## config.mk

```make
export PLATFORM = sky130hd
export DESIGN_NAME = ts_rom_addr_swap
export DESIGN_NICKNAME = d
export VERILOG_FILES = /design/src/rtl/ts_swap_pkg.sv /design/src/rtl/ts_swap_ctl.sv /design/src/rtl/ts_addr_xlate.sv /design/src/rtl/ts_rom_addr_swap.sv
export SDC_FILE = /design/constraint.sdc
export NUM_CORES = 1
export LEC_CHECK = 0
export CORE_ASPECT_RATIO = 0.7
export CORE_MARGIN = 1.5
export CORE_UTILIZATION = 21
export CTS_CLUSTER_SIZE = 16
export DETAILED_ROUTE_END_ITERATION = 8
export PLACE_DENSITY_LB_ADDON = 0.2
export SLEW_MARGIN = 0
export SYNTH_ARGS = -nofsm -noshare
export SYNTH_HDL_FRONTEND = slang
export SYNTH_SLANG_ARGS = --single-unit
```

## constraint.sdc

```tcl
create_clock -name clk -period 1.4 [get_ports clk]
set_input_delay 0.14 -clock clk [delete_from_list [all_inputs] [get_ports clk]]
set_output_delay 0.14 -clock clk [all_outputs]
set_load 0.05 [all_outputs]
```

## src/rtl/ts_swap_pkg.sv

```systemverilog
package ts_swap_pkg;
   typedef enum logic {
      SEL_GEN_CTL  = 1'b0,
      SEL_BKUP_CTL = 1'b1
   } ts_reg_sel_e;

   localparam int LOCK_BIT   = 0;
   localparam int STRAP_LSB  = 10;
   localparam int SWAP_BIT   = 0;
   localparam int STATUS_BIT = 4;
endpackage

```

## src/rtl/ts_swap_ctl.sv

```systemverilog
module ts_swap_ctl
   import ts_swap_pkg::*;
#(
   parameter int DATA_W  = 32,
   parameter int STRAP_W = 2
) (
   input  logic               clk,
   input  logic               plat_rst_n,
   input  logic               rtc_rst_n,
   input  logic               wr_en,
   input  ts_reg_sel_e        wr_sel,
   input  logic [DATA_W-1:0]  wr_data,
   output logic               lock_q,
   output logic [STRAP_W-1:0] strap_q,
   output logic               swap_q
);
   if (STRAP_LSB + STRAP_W > DATA_W) begin : g_bad_strap
      $error("strap field does not fit in register width");
   end

   logic gen_wr, bkup_wr;
   assign gen_wr  = wr_en && (wr_sel == SEL_GEN_CTL);
   assign bkup_wr = wr_en && (wr_sel == SEL_BKUP_CTL);

   // platform domain: lock (set-only) and strap
   always_ff @(posedge clk or negedge plat_rst_n) begin
      if (!plat_rst_n) begin
         lock_q  <= 1'b0;
         strap_q <= '0;
      end else if (gen_wr) begin
         if (wr_data[LOCK_BIT]) lock_q <= 1'b1;
         if (!lock_q) strap_q <= wr_data[STRAP_LSB +: STRAP_W];
      end
   end

   // RTC domain: swap bit survives platform reset
   always_ff @(posedge clk or negedge rtc_rst_n) begin
      if (!rtc_rst_n) begin
         swap_q <= 1'b0;
      end else if (bkup_wr && !lock_q) begin
         swap_q <= wr_data[SWAP_BIT];
      end
   end

   AST_LOCK_HOLDS: assert property (@(posedge clk) disable iff (!plat_rst_n)
      lock_q |=> lock_q);
   AST_SWAP_FROZEN: assert property (@(posedge clk) disable iff (!plat_rst_n || !rtc_rst_n)
      lock_q |=> $stable(swap_q));
   AST_STRAP_FROZEN: assert property (@(posedge clk) disable iff (!plat_rst_n)
      lock_q |=> $stable(strap_q));
endmodule

```

## src/rtl/ts_addr_xlate.sv

```systemverilog
module ts_addr_xlate #(
   parameter int ADDR_W       = 32,
   parameter int WIN_LOG2     = 24,
   parameter int MIN_BLK_LOG2 = 16,
   parameter int N_SIZES      = 5,
   parameter int SIZE_W       = 3
) (
   input  logic [ADDR_W-1:0] addr_in,
   input  logic              swap_en,
   input  logic [SIZE_W-1:0] size_code,
   output logic [ADDR_W-1:0] addr_out
);
   localparam int MAX_CODE = N_SIZES - 1;

   if (MIN_BLK_LOG2 + N_SIZES > WIN_LOG2) begin : g_bad_win
      $error("inverted lines must lie inside the ROM window");
   end
   if ((1 << SIZE_W) < N_SIZES) begin : g_bad_size_w
      $error("size code too narrow for size count");
   end
   if (WIN_LOG2 >= ADDR_W) begin : g_bad_addr_w
      $error("ROM window must be smaller than address space");
   end

   logic [SIZE_W-1:0]  eff_code;
   logic [N_SIZES-1:0] line_sel;
   logic [ADDR_W-1:0]  flip_mask;
   logic               in_win;

   // reserved codes above the largest size clamp to it
   assign eff_code = (size_code > SIZE_W'(MAX_CODE)) ? SIZE_W'(MAX_CODE) : size_code;

   for (genvar g = 0; g < N_SIZES; g++) begin : g_line
      assign line_sel[g] = (eff_code == SIZE_W'(g));
   end

   always_comb begin
      flip_mask = '0;
      flip_mask[MIN_BLK_LOG2 +: N_SIZES] = line_sel;
   end

   assign in_win   = &addr_in[ADDR_W-1:WIN_LOG2];
   assign addr_out = (swap_en && in_win) ? (addr_in ^ flip_mask) : addr_in;
endmodule

```

## src/rtl/ts_rom_addr_swap.sv

```systemverilog
module ts_rom_addr_swap
   import ts_swap_pkg::*;
#(
   parameter int ADDR_W       = 32,
   parameter int DATA_W       = 32,
   parameter int WIN_LOG2     = 24,
   parameter int MIN_BLK_LOG2 = 16,
   parameter int N_SIZES      = 5,
   parameter int SIZE_W       = 3,
   parameter int STRAP_W      = 2,
   parameter int BCTL_W       = 8
) (
   input  logic              clk,
   input  logic              plat_rst_n,
   input  logic              rtc_rst_n,
   input  logic [ADDR_W-1:0] cpu_addr,
   input  logic [SIZE_W-1:0] blk_size,
   input  logic              reg_wr_en,
   input  logic              reg_sel,
   input  logic [DATA_W-1:0] reg_wdata,
   output logic [ADDR_W-1:0] rom_addr,
   output logic              ts_status,
   output logic [DATA_W-1:0] gen_ctl_rd,
   output logic [BCTL_W-1:0] bios_ctl_rd
);
   localparam logic [ADDR_W-1:0] FLIP_FIELD =
      ADDR_W'(((64'd1 << N_SIZES) - 64'd1) << MIN_BLK_LOG2);

   if (STATUS_BIT >= BCTL_W) begin : g_bad_bctl
      $error("status bit outside BIOS control width");
   end

   logic               lock_q, swap_q;
   logic [STRAP_W-1:0] strap_q;

   ts_swap_ctl #(.DATA_W(DATA_W), .STRAP_W(STRAP_W)) u_ctl (
      .clk        (clk),
      .plat_rst_n (plat_rst_n),
      .rtc_rst_n  (rtc_rst_n),
      .wr_en      (reg_wr_en),
      .wr_sel     (ts_reg_sel_e'(reg_sel)),
      .wr_data    (reg_wdata),
      .lock_q     (lock_q),
      .strap_q    (strap_q),
      .swap_q     (swap_q)
   );

   ts_addr_xlate #(
      .ADDR_W(ADDR_W), .WIN_LOG2(WIN_LOG2), .MIN_BLK_LOG2(MIN_BLK_LOG2),
      .N_SIZES(N_SIZES), .SIZE_W(SIZE_W)
   ) u_xlate (
      .addr_in   (cpu_addr),
      .swap_en   (swap_q),
      .size_code (blk_size),
      .addr_out  (rom_addr)
   );

   always_comb begin
      gen_ctl_rd = '0;
      gen_ctl_rd[LOCK_BIT] = lock_q;
      gen_ctl_rd[STRAP_LSB +: STRAP_W] = strap_q;
      bios_ctl_rd = '0;
      bios_ctl_rd[STATUS_BIT] = swap_q;
   end
   assign ts_status = swap_q;

   AST_PASS_OUTSIDE_WIN: assert property (@(posedge clk) disable iff (!plat_rst_n || !rtc_rst_n)
      !(&cpu_addr[ADDR_W-1:WIN_LOG2]) |-> (rom_addr == cpu_addr));
   AST_PASS_WHEN_OFF: assert property (@(posedge clk) disable iff (!plat_rst_n || !rtc_rst_n)
      !ts_status |-> (rom_addr == cpu_addr));
   AST_SINGLE_FLIP: assert property (@(posedge clk) disable iff (!plat_rst_n || !rtc_rst_n)
      ts_status && (&cpu_addr[ADDR_W-1:WIN_LOG2]) |-> ($countones(rom_addr ^ cpu_addr) == 1));
   AST_FLIP_IN_FIELD: assert property (@(posedge clk) disable iff (!plat_rst_n || !rtc_rst_n)
      ((rom_addr ^ cpu_addr) & ~FLIP_FIELD) == '0);
endmodule

```

==> out/metrics.json, run 1 <==
{
  "cts_hold_buf": {"value": 0},
  "area_of_the_die": {"value": 4190, "unit": "um^2"},
  "timing.critical_path.arrival": {"value": 1.45, "unit": "ns"},
  "finalWeightedCongestion": {"value": 0.636},
  "report.final.hold_viol_count": {"value": 0},
  "outcome": {"value": "finished with violations"},
  "placed_cell_area": {"value": 1330, "unit": "um^2"},
  "dp_hpwl": {"value": 1490, "unit": "um"},
  "drt-initial-drc-count": {"value": 9},
  "power.density": {"value": 896, "unit": "nW/um^2"},
  "final-seq-area": {"value": 101, "unit": "um^2"},
  "detailroute.via_count": {"value": 553},
  "final_period_minus_worst_setup_slack": {"value": 1.59, "unit": "ns"},
  "grt_start_max_net_pins": {"value": 6},
  "timing.fmax": {"value": 629, "unit": "MHz"},
  "layout_common_cells": {"value": "conb_1 (36), buf_12 (16), buf_4 (13), clkdlybuf4s50_1 (12), dlygate4sd2_1 (8)"},
  "worst_setup_path_end_kind": {"value": "output pin"},
  "synth.cell_area": {"value": 800, "unit": "um^2"},
  "tritoncts": {"value": "yes"},
  "multiInputGateArea": {"value": 528, "unit": "um^2"},
  "layout_setup_ws": {"value": -0.189, "unit": "ns"},
  "part_of_the_total_power_dissipated_in_combinational_logic": {"value": 65.9, "unit": "%"},
  "cap_violations": {"value": 0},
  "failing_checks": {"value": "setup timing"},
  "final.fill_count": {"value": 358},
  "cell_internal_pwr": {"value": 618, "unit": "uW"},
  "layout-area-overhead-vs-synth": {"value": 71.0, "unit": "%"},
  "number_of_antenna_violations_at_the_first_check_in_global_routing": {"value": 0},
  "layout-drive-gt1-share": {"value": 45.9, "unit": "%"},
  "initial_core_utilization": {"value": 22.3, "unit": "%"},
  "worst_ep_required_time": {"value": 1.26, "unit": "ns"},
  "worst_setup_hold_path_clk_slew": {"value": 0.03, "unit": "ns"},
  "timing.final.max_slew_violations": {"value": 0},
  "finClkSkew": {"value": 0.00618, "unit": "ns"},
  "setup-violations-final": {"value": 5},
  "ys_ff_latch": {"value": 4},
  "drt_first_pass_iters": {"value": 2},
  "vias_per_cell": {"value": 3.22},
  "mean_area_per_synthesized_cell": {"value": 8.33, "unit": "um^2"},
  "clock_tree.buffer_depth": {"value": 2},
  "synth-seq-area-share": {"value": 12.5, "unit": "%"},
  "postCtsSetupRepairBufs": {"value": 0},
  "most_common_library_cell_in_the_layout_ignoring_fill_and_taps": {"value": "conb_1"},
  "pleak": {"value": 0.000638, "unit": "uW"},
  "swShare": {"value": 49.6, "unit": "%"},
  "power_switching": {"value": 607, "unit": "uW"},
  "hold_class": {"value": "input pin to asynchronous set/reset pin"},
  "clock_tree.htree_level_count": {"value": 1},
  "rsz0062_at_grt": {"value": "yes"},
  "grt_util_all_layers": {"value": 7.04, "unit": "%"},
  "clk_root_buffer_cell": {"value": "clkbuf_8"},
  "route.antenna.remaining_nets": {"value": 0},
  "criticalPathCategory": {"value": "flip-flop to output pin"},
  "tritoncts_num_sinks": {"value": 4},
  "postSynthCellCount": {"value": 96},
  "tritoncts.num_buffers": {"value": 3},
  "timing.final.crit_share": {"value": 113, "unit": "%"},
  "fp.coreArea": {"value": 3580, "unit": "um^2"},
  "p_clk_share": {"value": 20.7, "unit": "%"},
  "post_synth_num_cell_types": {"value": 17},
  "irDropWorstVdd": {"value": 0.000443, "unit": "V"},
  "number_of_global_route_vias_before_repair": {"value": 477},
  "global_route.overflow_total": {"value": 0},
  "wire_length_of_the_first_global_routing_pass": {"value": 2260, "unit": "um"},
  "routedWlPerCell": {"value": 9.09, "unit": "um"},
  "ios": {"value": 145},
  "timing.critical_path.from_type": {"value": "flip-flop"},
  "fp.dieW": {"value": 76.8, "unit": "um"},
  "dpl_worst_slack": {"value": -0.544, "unit": "ns"},
  "final_net_count": {"value": 195},
  "drc_errors": {"value": 0},
  "wl": {"value": 1560, "unit": "um"},
  "clock_latency": {"value": 0.22, "unit": "ns"},
  "timing.critical_path.fanout_max": {"value": 5},
  "floorplan.rows": {"value": 18},
  "sequentialPowerShare": {"value": 13.4, "unit": "%"},
  "floorplan.die.height": {"value": 54.6, "unit": "um"},
  "diodes": {"value": 0},
  "place.port_buffers": {"value": 41},
  "number_of_warnings_reported_in_the_yosys_synthesis_log": {"value": 0},
  "stdcell_area": {"value": 1370, "unit": "um^2"}
}
[power groups by stage]
stage | Sequential [uW] | Combinational (uW) | Clock (uW)
2_1_floorplan | 265 | 635 | 0
3_3_place_gp | 164 | 812 | 0
3_5_place_dp | 166 | 817 | 0
4_1_cts | 165 | 815 | 262
5_1_grt | 169 | 837 | 276
6_report | 164 | 807 | 253
[worst paths after layout]
path,slack [ns],depth (start not counted),end,startpoint
worst min register to register,0.52,1,u_ctl.strap_q[1]$_DFFE_PN0P_,u_ctl.strap_q[1]$_DFFE_PN0P_
worst min-delay path,0.06,1,u_ctl.swap_q$_DFFE_PN0P_,rtc_rst_n
worst max-delay path,-0.19,5,rom_addr[19],u_ctl.swap_q$_DFFE_PN0P_
min in group clk,0.28,0,rom_addr[11],cpu_addr[11]
worst max register to register,0.13,2,u_ctl.strap_q[0]$_DFFE_PN0P_,u_ctl.lock_q$_DFFE_PN0P_
max in group asynchronous,1.14,1,u_ctl.strap_q[0]$_DFFE_PN0P_,plat_rst_n
[registers in the layout, indices dropped and copies added, names as in the netlist]
signal	cells
u_ctl.lock_q	1
u_ctl.strap_q	2
u_ctl.swap_q	1
[worst max-delay path, stage by stage (launching register included)]
cell	delay, ns
dfrtp_2	0.37
nand4_4	0.19
nor4_4	0.19
buf_4	0.17
xor2_4	0.16
buf_12	0.15
[metrics by stage]
| stage | power, uW | utilization [%] | std cells | setup TNS [ns] | hold slack [ns] |
|---|---|---|---|---|---|
| 3_5_place_dp | 983 | 37.2 | 168 | -2.60 | 0.280 |
| 2_1_floorplan | 900 | - | 131 | -1.12 | -0.156 |
| 5_1_grt | 1280 | 38.2 | 172 | -1.30 | 0.0542 |
| 3_3_place_gp | 977 | 37.2 | 168 | -2.51 | 0.280 |
| 6_report | 1220 | 38.2 | 172 | -0.898 | 0.0622 |
| 4_1_cts | 1240 | 38.5 | 172 | -1.50 | 0.0586 |
[cell type report]
class	instances	area share, %
Clock buffer	4	3.29
Tap cell	50	4.57
Multi-Input combinational cell	60	38.6
Timing Repair Buffer	52	45.6
Sequential cell	4	7.41
Inverter	2	0.549
[timing repair]
item	in CTS	in global routing
endpoints found under the setup margin	5	5
pin swaps	12	6
resized for setup	15	6
[Yosys cell counts]
| library cell | n | area share (%) |
|---|---|---|
| nand2_1 | 1 | 0.47 |
| dfrtp_1 | 4 | 13 |
| nor3b_1 | 1 | 0.94 |
| buf_4 | 65 | 61 |
| nor4_1 | 5 | 3.9 |
| or3_1 | 1 | 0.78 |
| a31o_2 | 1 | 1.1 |
| nand2_2 | 1 | 0.78 |
| or3b_1 | 2 | 2.2 |
| inv_1 | 2 | 0.94 |
| conb_1 | 1 | 0.47 |
| nand3_4 | 1 | 2.2 |
| nand3b_1 | 1 | 0.94 |
| nand4_2 | 1 | 1.6 |
| nor2_1 | 1 | 0.47 |
| xor2_1 | 5 | 5.5 |
| mux2_2 | 3 | 4.2 |
[routing by layer]
layer / global-route usage, % / vias to the layer above / share of wire [%]
li1: - / 261 / -
met1: 8.46 / 246 / 34
met2: 11.8 / 38 / 54
met3: 2.33 / 8 / 11
met4: 3.09 / 0 / 1.7
met5: 0 / - / 0
[cell families (layout without fill, tap and decap cells)]
group                     Yosys count  after routing  share of synthesized area (%)
buffers and inverters              67             58                           62.0
and+or+nand+nor                    15             15                           14.2
xor gates and xnor gates            5              5                           5.48
DFF                                 4              4                           12.5
muxes                               3              3                           4.23
other                               1             36                          0.469
AOI/OAI and AO/OA                   1              1                           1.10
No activity file was read; power rests on OpenSTA's default activity.
==> inputs of run 2 (changes only) <==
- CAP_MARGIN: not set -> 20
- CTS_CLUSTER_SIZE: 16 -> 10
==> results of run 2 <==
No change in the layout: final DEF, timing and power equal those of run 1.
